## src/rtl/disp_irq_pkg.sv

```systemverilog
package disp_irq_pkg;
  localparam int NSRC     = 4;
  localparam int NTRIG    = 2;
  localparam int EN_LSB   = 4;
  localparam int CLR_LSB  = 8;
  localparam int LINE_LSB = 12;

  typedef enum logic [1:0] {
    SRC_HOLD  = 2'd0,
    SRC_FRAME = 2'd1,
    SRC_LINE  = 2'd2,
    SRC_BUSER = 2'd3
  } src_e;
endpackage

```

## src/rtl/irq_src_latch.sv

```systemverilog
module irq_src_latch (
  input  logic clk,
  input  logic rst,
  input  logic set_i,
  input  logic clr_i,
  output logic d_o,
  output logic q_o
);
  // set has priority over clear
  assign d_o = set_i | (q_o & ~clr_i);

  always_ff @(posedge clk) begin
    if (rst) q_o <= 1'b0;
    else     q_o <= d_o;
  end


  set_wins_chk: assert property (@(posedge clk) disable iff (rst)
    set_i |=> q_o);

  clr_takes_chk: assert property (@(posedge clk) disable iff (rst)
    (clr_i && !set_i) |=> !q_o);

  sticky_chk: assert property (@(posedge clk) disable iff (rst)
    (!set_i && !clr_i) |=> (q_o == $past(q_o)));
endmodule

```

## src/rtl/line_match.sv

```systemverilog
module line_match #(
  parameter int LINE_W = 13
) (
  input  logic              clk,
  input  logic              rst,
  input  logic [LINE_W-1:0] line_i,
  input  logic [LINE_W-1:0] trig_i,
  output logic              hit_o
);
  logic eq, eq_q;

  assign eq    = (line_i == trig_i);
  assign hit_o = eq & ~eq_q;

  always_ff @(posedge clk) begin
    if (rst) eq_q <= 1'b0;
    else     eq_q <= eq;
  end


  single_hit_chk: assert property (@(posedge clk) disable iff (rst)
    (hit_o && $stable(line_i) && $stable(trig_i)) |=> !hit_o);
endmodule

```

## src/rtl/disp_irq_ctrl.sv

```systemverilog
module disp_irq_ctrl
  import disp_irq_pkg::*;
#(
  parameter int DATA_W = 32,
  parameter int ADDR_W = 2,
  parameter int LINE_W = 13
) (
  input  logic              clk,
  input  logic              rst,
  input  logic              wr_en,
  input  logic [ADDR_W-1:0] wr_addr,
  input  logic [DATA_W-1:0] wr_data,
  input  logic [ADDR_W-1:0] rd_addr,
  output logic [DATA_W-1:0] rd_data,
  input  logic [LINE_W-1:0] line_cnt,
  input  logic              frame_start,
  input  logic              hold_valid,
  input  logic              bus_err,
  output logic              irq_o
);
  localparam int TRIG_HI = LINE_LSB + LINE_W;

  logic [NSRC-1:0]   evt, clr, st_d, st_q;
  logic [NSRC-1:0]   en_d, en_q;
  logic [LINE_W-1:0] trig_q [NTRIG];
  logic [NTRIG-1:0]  hit;
  logic              wr_w0;
  logic [DATA_W-1:0] rd_word;

  assign wr_w0 = wr_en && (wr_addr == '0);
  assign clr   = wr_w0 ? wr_data[CLR_LSB +: NSRC] : '0;
  assign en_d  = wr_w0 ? wr_data[EN_LSB +: NSRC] : en_q;

  assign evt[SRC_HOLD]  = hold_valid;
  assign evt[SRC_FRAME] = frame_start;
  assign evt[SRC_LINE]  = |hit;
  assign evt[SRC_BUSER] = bus_err;

  for (genvar s = 0; s < NSRC; s++) begin : g_src
    irq_src_latch u_latch (
      .clk   (clk),
      .rst   (rst),
      .set_i (evt[s]),
      .clr_i (clr[s]),
      .d_o   (st_d[s]),
      .q_o   (st_q[s])
    );
  end

  for (genvar t = 0; t < NTRIG; t++) begin : g_trig
    line_match #(.LINE_W(LINE_W)) u_match (
      .clk    (clk),
      .rst    (rst),
      .line_i (line_cnt),
      .trig_i (trig_q[t]),
      .hit_o  (hit[t])
    );

    always_ff @(posedge clk) begin
      if (rst)
        trig_q[t] <= '0;
      else if (wr_en && (wr_addr == ADDR_W'(t)))
        trig_q[t] <= wr_data[LINE_LSB +: LINE_W];
    end
  end

  always_comb begin
    rd_word = '0;
    if (rd_addr == '0) begin
      rd_word[NSRC-1:0]             = st_q;
      rd_word[EN_LSB +: NSRC]       = en_q;
      rd_word[LINE_LSB +: LINE_W]   = trig_q[0];
    end else if (rd_addr == ADDR_W'(1)) begin
      rd_word[LINE_LSB +: LINE_W]   = trig_q[1];
    end
  end

  always_ff @(posedge clk) begin
    if (rst) begin
      en_q    <= '0;
      irq_o   <= 1'b0;
      rd_data <= '0;
    end else begin
      en_q    <= en_d;
      irq_o   <= |(st_d & en_d);
      rd_data <= rd_word;
    end
  end


  irq_level_chk: assert property (@(posedge clk) disable iff (rst)
    irq_o == |(st_q & en_q));

  reset_clear_chk: assert property (@(posedge clk)
    rst |=> (st_q == '0 && en_q == '0 && !irq_o));

  clr_lane_zero_chk: assert property (@(posedge clk) disable iff (rst)
    rd_data[CLR_LSB +: NSRC] == '0);

  upper_zero_chk: assert property (@(posedge clk) disable iff (rst)
    rd_data[DATA_W-1:TRIG_HI] == '0);
endmodule

```

## config.mk

```make
export PLATFORM = sky130hd
export DESIGN_NAME = disp_irq_ctrl
export DESIGN_NICKNAME = d
export VERILOG_FILES = /design/src/rtl/disp_irq_pkg.sv /design/src/rtl/irq_src_latch.sv /design/src/rtl/line_match.sv /design/src/rtl/disp_irq_ctrl.sv
export SDC_FILE = /design/constraint.sdc
export NUM_CORES = 1
export LEC_CHECK = 0
export ABC_AREA = 1
export BUFFER_PORTS_ARGS = -buffer_cell sky130_fd_sc_hd__buf_4
export CORE_UTILIZATION = 45
export CTS_BUF_LIST = sky130_fd_sc_hd__clkbuf_4 sky130_fd_sc_hd__clkbuf_8
export DETAILED_ROUTE_END_ITERATION = 8
export GPL_TIMING_DRIVEN = 0
export PLACE_DENSITY = 0.73
export SYNTH_ARGS = -nofsm -noshare
export SYNTH_HDL_FRONTEND = slang
export SYNTH_SLANG_ARGS = --single-unit
```

## constraint.sdc

```tcl
create_clock -name clk -period 1.4 [get_ports clk]
set_clock_uncertainty 0.05 [all_clocks]
set_input_delay 0.21 -clock clk [delete_from_list [all_inputs] [get_ports clk]]
set_output_delay 0.21 -clock clk [all_outputs]
set_load 0.005 [all_outputs]
```

==> PnR_summary.wiki, run 1 <==
{| class="wikitable"
! Metric !! Value
|-
| Most instantiated library cell after synthesis || nand2_1
|-
| DP Cell Count || 470
|-
| Slew at the pin with the worst max-slew slack || approximately 0.67 ns
|-
| DRT met1 WL || 2233 um
|-
| Number of gates resized after cts || 0
|-
| Area fraction in and, or, nand and nor cells after synthesis || 25.00%
|-
| Cell variety after synth || 22
|-
| Crit path capture type || register
|-
| Part of the total power dissipated in combinational logic || 12.1%
|-
| Via density per instance || 4.401
|-
| Switching Power || 898.2 uW
|-
| Final Hold Fails || 0
|-
| Area growth from synthesis to final layout || 30.22%
|-
| Number of standard cells after synthesis || 325
|-
| DP Wirelength || 3877 um
|-
| Overall via count from detail_route || ~2100
|-
| Global-route wire length before repair || about 8400 um
|-
| Launching element type of the critical path || primary input
|-
| Post-synth top flop || dfxtp_1
|-
| Worst Slack Setup Final || 0.09905 ns
|-
| TritonCTS clock tree || yes
|-
| Multi-input logic area || 854.6 sq um
|-
| Post-CTS setup buffer count || 0
|-
| Syn Area/Cell || 7.961 sq um
|-
| Synth async-reset ratio || 0%
|-
| Portion of netlist area occupied by mux cells || 0%
|-
| Weighted congestion at the end of routability-driven global placement || 0.8468
|-
| Vert. Die Dim || roughly 78 um
|-
| Sum of negative setup slack || 0 ns
|-
| Maximum number of pins on one net before global-route repair || 15
|-
| Max H-tree Level || 3
|-
| Worst-case clock buffer depth || 2
|-
| Uppermost metal layer occupied by signal nets || met4
|-
| Top post-synthesis cells by area || edfxtp_1 (30%), dfxtp_1 (25%), nand2_1 (12%)
|-
| Layout net count || 464
|-
| Flops & latches, synth || 58
|-
| Tmin final || between 1 and 1.5 ns
|-
| Vias in the first global route || 1975
|-
| Cell Area, Synth || 2587 sq um
|-
| Antenna violations before repair || 0
|-
| Cell internal pwr || ~2800 uW
|-
| RSZ-0062 raised after global routing || no
|-
| Number of design-rule violations left by the first detailed-router iteration || 107
|-
| Number of placed I/O pins || 88
|-
| Power density over the cells || roughly 1100 nW/um^2
|-
| Routed wire length || 5240 um
|-
| Die area || 6058 sq um
|-
| Final setup violation count || 0
|-
| Clock network latency to the later pin of the worst-skew pair || 0.33 ns
|-
| Clock-pin slew on the worst setup and hold paths || 0.06 ns
|-
| DP Area || 3188 sq um
|-
| Data arrival time of the worst path || between 1 and 1.5 ns
|-
| Final design instance area without fill || about 3400 sq um
|-
| Total leakage power || 0.001741 uW
|-
| Detailed-route wire length per cell || around 11 um
|-
| Number of hold buffers added after cts || 0
|-
| Row count || 27
|-
| Proportion of layout cells with a drive suffix above 1 || 25.12%
|-
| Library cell used as clock root buffer || clkbuf_8
|-
| Area share of xor/xnor cells in the synthesized design || 1.692%
|-
| Critical path type || in2reg
|-
| Final cycle utilization of the critical path || 92.92%
|-
| Main combinational cell family by area after synthesis || simple AND/OR/NAND/NOR gates
|-
| Area of the core || between 5000 and 6000 sq um
|-
| Met3 WL post-DR || 297 um
|-
| Count of flip-flops with a built-in enable after synthesis || 26
|-
| Headroom to the max-slew limit || ~55%
|-
| Synth cell count leaders || nand2_1 (80), inv_1 (64), nor2_1 (57)
|-
| Slew Limit Fails || 0
|-
| Complex-gate fraction of the synthesized area || 4.449%
|-
| Number of buffers created by CTS || 9
|-
| Detailed-routing iteration count for the pre-antenna-repair pass || 4
|-
| Highest achievable clock rate || 0.7687 GHz
|-
| Sink count of the clock tree || 58
|-
| Sum of met2 wire segment lengths after detailed routing || 2603 um
|-
| Share of the yosys chip area belonging to registers || 54.93%
|-
| Proportion of total power due to net switching || 24.02%
|-
| Required time at the endpoint of the critical path || approximately 1.6 ns
|-
| Post-route insts no fill || 486
|-
| Outcome || completed
|-
| Initial cell density of the core || 46.70%
|-
| Post-DRT Antenna Nets || 0
|-
| Max cap viols || 0
|-
| Ys Warns || 0
|-
| Part of the total power dissipated in sequential elements || between 50 and 60%
|-
| Arithmetic-cell share of the synthesized area counting full adders, half adders and majority gates || 0%
|-
| Filler cell count || 507
|-
| Worst-case vdd ir drop || between 0.6 and 0.7 mV
|-
| Max Fanout on Critical Path || 14
|-
| Cell type with the highest aggregate area in the netlist || edfxtp_1
|-
| Sequential cell area || ~1400 sq um
|-
| Place WS || -0.2292 ns
|-
| Overflow left after global routing || 0
|-
| Number of port buffers || 63
|-
| Worst min-delay path class || in2reg
|-
| Number of design rule violations left after detail routing || 0
|-
| Horizontal die dimension || 77.83 um
|-
| Yosys top cell area share || 30.17%
|-
| Global-route total usage across every layer || 18.79%
|-
| ANT cells || 0
|-
| Clock power share || 36.9%
|}
sequential cells by signal (all words and copies together), names as in the netlist:
register             cells
rd_data                 21
irq_o                    1
trig_q                  26
g_src.u_latch.q_o        4
en_q                     4
g_trig.u_match.eq_q      2
worst paths after layout:
| check | startpoint | endpoint | slack [ns] | depth (start not counted) |
|---|---|---|---|---|
| worst max register to register | trig_q[1][5] | irq_o | 0.12 | 9 |
| worst max-delay path | wr_addr[0] | irq_o | 0.1 | 7 |
| worst min-delay path | bus_err | g_src[3].u_latch.q_o | 0.06 | 3 |
| worst min register to register | g_src[3].u_latch.q_o | rd_data[3] | 0.38 | 2 |
critical path, stage by stage:
cell	delay, ns
buf_4	0.13
nor2_4	0.19
nand2_4	0.10
nand2_1	0.51
o22ai_1	0.18
nand2_1	0.11
nand2_1	0.04
routing by layer:
metal,track usage (%),up-vias
li1,-,1139
met1,20.78,932
met2,33.36,58
met3,4.471,10
met4,9.623,0
met5,0,-
cell type report:
type / count / share of cell area, %
buffer: 17 / 3.342
clock buffer: 15 / 5.013
clock inverter: 1 / 0.1485
inverter: 65 / 7.241
multi-input combinational: 195 / 25.36
sequential: 58 / 42.18
tap: 72 / 2.674
timing repair buffer: 63 / 14.04
layout by cell type (no fill, tap or decap):
master | netlist | routed
nand2_4 | 1 | 1
o21ai_1 | 2 | 2
inv_1 | 64 | 64
buf_2 | 6 | 6
clkbuf_8 | 0 | 9
clkinv_2 | 0 | 1
nand2_2 | 1 | 1
clkbuf_4 | 0 | 6
dfxtp_1 | 32 | 32
inv_2 | 1 | 1
nand2_1 | 80 | 80
buf_4 | 11 | 74
o21a_1 | 1 | 1
nand3_2 | 1 | 1
o22ai_1 | 10 | 10
nor2_1 | 57 | 54
edfxtp_1 | 26 | 26
conb_1 | 1 | 11
a21oi_1 | 3 | 3
nand4_1 | 3 | 3
nor2_2 | 0 | 3
nor2_4 | 1 | 1
xnor2_1 | 4 | 4
nand3_1 | 15 | 15
xor2_1 | 1 | 1
o21ai_0 | 4 | 4
stage by stage:
| stage | utilization (%) | power (uW) | hold WS (ns) |
|---|---|---|---|
| after floorplan | - | 2189 | 0.2882 |
| after global placement | 57.54 | 2379 | 0.3703 |
| after detailed placement | 57.54 | 2393 | 0.3740 |
| after CTS | 60.68 | 3746 | 0.05075 |
| after global routing | 60.82 | 3893 | 0.08601 |
| final | 60.82 | 3740 | 0.06104 |
power by group through the flow:
stage,registers [uW],clock network (uW),logic [uW]
CTS,1910,1390,450
detailed placement,1940,0,449
floorplan,1940,0,252
finish,1910,1380,454
global placement,1940,0,439
global route,1920,1460,512
cell families (layout without fill, tap and decap cells):
family | count (synthesis) | count (layout)
simple gates | 159 | 159
flops | 58 | 58
compound gates | 20 | 20
buf+inv | 82 | 161
xor+xnor | 5 | 5
other cells | 1 | 11
Power figures use the tool's default switching activity.
==> run 2: changes to the inputs <==
--- a/config.mk
+++ b/config.mk
@@ -11,7 +11,8 @@
 export CTS_BUF_LIST = sky130_fd_sc_hd__clkbuf_4 sky130_fd_sc_hd__clkbuf_8
 export DETAILED_ROUTE_END_ITERATION = 8
 export GPL_TIMING_DRIVEN = 0
-export PLACE_DENSITY = 0.73
+export PLACE_DENSITY = 0.72
 export SYNTH_ARGS = -nofsm -noshare
 export SYNTH_HDL_FRONTEND = slang
+export SYNTH_HIERARCHICAL = 1
 export SYNTH_SLANG_ARGS = --single-unit
==> run 2 against run 1 <==
Effect of this change: the flow now finishes with violations (setup timing); worst hold slack better by 0.040 ns; sequential share of layout area down 4.0 points; synthesized cell count up 16%; non-clock buffer count up 7; critical path depth up 8; first-iteration DRC count down 5.6%; largest cell class unchanged.
==> PnR_summary.wiki, run 2 <==
{| class="wikitable"
! Metric !! Value
|-
| Outcome || finished, violations left
|-
| Failing checks || setup timing
|-
| Met3 Track Usage GR || 5.169%
|-
| Clock network latency to the later pin of the worst-skew pair || 0.33 ns
|-
| Total leakage power || 0.001992 uW
|-
| Clock-pin slew on the worst setup and hold paths || 0.07 ns
|-
| Routed wire length || 6381 um
|-
| Detailed-route wire length per cell || 11.62 um
|-
| Horizontal die dimension || between 80 and 90 um
|-
| Max H-tree Level || 3
|-
| Share of the core filled with cells || about 62%
|-
| Part of the total power dissipated in combinational logic || 12.3%
|-
| Count of flip-flops with a built-in enable after synthesis || 26
|-
| Post-synth top flop || dfxtp_1
|-
| Post-DRT Antenna Nets || 0
|-
| Flip-flop count of the largest register after layout || 26
|-
| Cell variety after synth || 19
|-
| Worst min-delay path class || in2reg
|-
| Highest achievable clock rate || 0.5890 GHz
|-
| Weighted congestion at the end of routability-driven global placement || around 0.79
|-
| Library cell used as clock root buffer || clkbuf_8
|-
| Layout net count || 524
|-
| Setup slack of the most critical reg-to-reg path || -0.30 ns
|-
| Most instantiated library cell after synthesis || inv_1
|-
| Number of buffers created by CTS || 9
|-
| Reg-to-reg critical path endpoint || irq_o
|-
| Most frequent cells in the layout || inv_1 (91), buf_4 (81), nand2_1 (77)
|-
| Vias in the first global route || 2432
|-
| Final cycle utilization of the critical path || 121.3%
|-
| Overflow left after global routing || 0
|-
| Vert. Die Dim || 80.85 um
|-
| DP Area || 3432 sq um
|-
| Number of placed I/O pins || 88
|-
| Yosys top cell area share || 27.91%
|-
| Max Fanout on Critical Path || 3
|-
| Tmin final || around 1.7 ns
|-
| Number of design rule violations left after detail routing || 0
|-
| Largest register by flop count || trig_q
|-
| Top flop regs || trig_q: 26 flops, rd_data: 21 flops
|-
| Critical path type || reg2reg
|-
| DP Wirelength || 4500 um
|-
| Row count || 28
|-
| Cell type with the highest aggregate area in the netlist || edfxtp_1
|-
| Die area || 6537 sq um
|-
| Sum of negative setup slack || -0.7510 ns
|-
| Launching element type of the critical path || register
|-
| Number of design-rule violations left by the first detailed-router iteration || 101
|-
| Fraction of met1 tracks used by global routing || roughly a quarter
|-
| Final setup violation count || 3
|-
| Cell internal pwr || 3139 uW
|-
| Syn Area/Cell || 7.401 sq um
|-
| Proportion of total power due to net switching || between 20% and 30%
|-
| Place WS || -0.3587 ns
|-
| Switching Power || just under 1000 uW
|-
| Share of the yosys chip area belonging to registers || 50.81%
|-
| Most common cell after layout, fill and taps aside || inv_1
|-
| Timing startpoint of the critical path || trig_q[1][5]
|-
| Worst Slack Setup Final || -0.2978 ns
|-
| Worst-case vdd ir drop || 0.5797 mV
|-
| Worst R2R Path Depth || 15
|-
| Flops & latches, synth || between 50 and 60
|-
| Antenna violations before repair || 0
|-
| Synth async-reset ratio || 0%
|-
| Slew Limit Fails || 0
|-
| Crit path capture type || register
|-
| Final Hold Fails || 0
|-
| Maximum number of pins on one net before global-route repair || 14
|-
| Area of the core || around 6000 sq um
|-
| Data arrival time of the worst path || 1.87 ns
|-
| Global-route wire length before repair || 10330 um
|-
| Part of the total power dissipated in sequential elements || 46.7%
|-
| Global-route total usage across every layer || 21.46%
|-
| RSZ-0062 raised after global routing || yes
|-
| Met2 Track Usage GR || 36.97%
|-
| TritonCTS clock tree || yes
|-
| Overall via count from detail_route || 2443
|-
| Routing layer with the top usage in global route || met2
|-
| CP Capture Point || irq_o
|-
| Proportion of layout cells with a drive suffix above 1 || between 20% and 30%
|-
| Initial cell density of the core || between 40 and 50%
|-
| Max cap viols || 0
|-
| ANT cells || 0
|-
| Required time at the endpoint of the critical path || 1.57 ns
|-
| Synth cell count leaders || inv_1 (92), nand2_1 (81), nor2_1 (67)
|-
| Area growth from synthesis to final layout || 32.96%
|-
| Launch instance of the worst register-to-register path || trig_q[1][5]
|-
| Via density per instance || 4.450
|-
| Number of port buffers || 64
|-
| Final design instance area without fill || 3720 sq um
|-
| Number of standard cells after synthesis || between 300 and 400
|-
| Power density over the cells || between 1000 and 1500 nW/um^2
|-
| Ys Warns || 6
|-
| Sink count of the clock tree || 58
|-
| Top post-synthesis cells by area || edfxtp_1 (28%), dfxtp_1 (23%), inv_1 (12%)
|-
| Clock power share || 41.0%
|-
| Power consumption || 4123 uW
|-
| Cell Area, Synth || 2798 sq um
|-
| Worst-case clock buffer depth || 2
|-
| Detailed-routing iteration count for the pre-antenna-repair pass || 4
|}
run 2: metal layers:
metal  share of wire [%]  vias up
li1                    -     1274
met1                  41     1086
met2                  52       76
met3                 6.3        7
met4                0.86        0
met5                   0        -
run 2: area by class of cell:
cell class	instances	area (sq um)
Multi-Input combinational cell	220	999.7
Clock inverter	6	80.08
Sequential cell	58	1421
Buffer	17	112.6
Timing Repair Buffer	70	525.5
Inverter	93	349.1
Fill cell	548	2236
Tap cell	75	93.84
Clock buffer	10	137.6
run 2: logic make-up after synthesis:
family / count (synthesis) / synth area share, %
AO/OA/AOI/OAI: 17 / 3.578
XOR/XNOR: 2 / 0.6262
buffers and inverters: 110 / 16.50
flip-flops: 58 / 50.80
other: 1 / 0.1340
AND/OR/NAND/NOR: 190 / 28.35
run 2: worst min path at each step:
stage / endpoint / cells after the start / startpoint / slack [ns]
after CTS: g_src[2].u_latch/q_o / 2 / rst / 0.09
after global placement: rd_data[6] / 2 / en_q[2] / 0.37
after detailed placement: rd_data[6] / 2 / en_q[2] / 0.38
final: g_src[2].u_latch/q_o / 2 / rst / 0.10
after global routing: g_src[0].u_latch/q_o / 3 / hold_valid / 0.09
after floorplan: g_src[0].u_latch/q_o / 1 / rst / 0.22
run 2: power groups by stage:
| stage | Clock [uW] | Sequential (uW) | Combinational (uW) |
|---|---|---|---|
| final | 1690 | 1920 | 509 |
| after detailed placement | 0 | 1960 | 495 |
| after global placement | 0 | 1950 | 482 |
| after floorplan | 0 | 1950 | 278 |
| after CTS | 1720 | 1920 | 502 |
| after global routing | 1800 | 1930 | 576 |
run 2: repair_timing:
item / 4_1_cts / 5_1_grt
gates resized for setup: 2 / 7
pin swaps: 5 / 5
hold buffers: 0 / 0
endpoints found under the setup margin: 3 / 16
setup buffers: 5 / 1
run 2: critical path, cell delays in order (launching register included):
cell,delay (ns)
edfxtp_1,0.43
inv_1,0.08
nand2_1,0.05
nand2_1,0.10
nor2_2,0.05
nand2_2,0.07
nor2_2,0.04
nand2_1,0.08
nor2_1,0.05
or2_4,0.24
inv_2,0.06
nand2_2,0.06
nand3_2,0.05
nand2_1,0.05
nor2_1,0.08
nor2_1,0.04
run 2: metrics by stage:
step / hold slack (ns) / std cells
floorplan: 0.2224 / 388
global placement: 0.3749 / 527
detailed placement: 0.3783 / 527
CTS: 0.08668 / 548
global route: 0.08688 / 549
finish: 0.1005 / 549
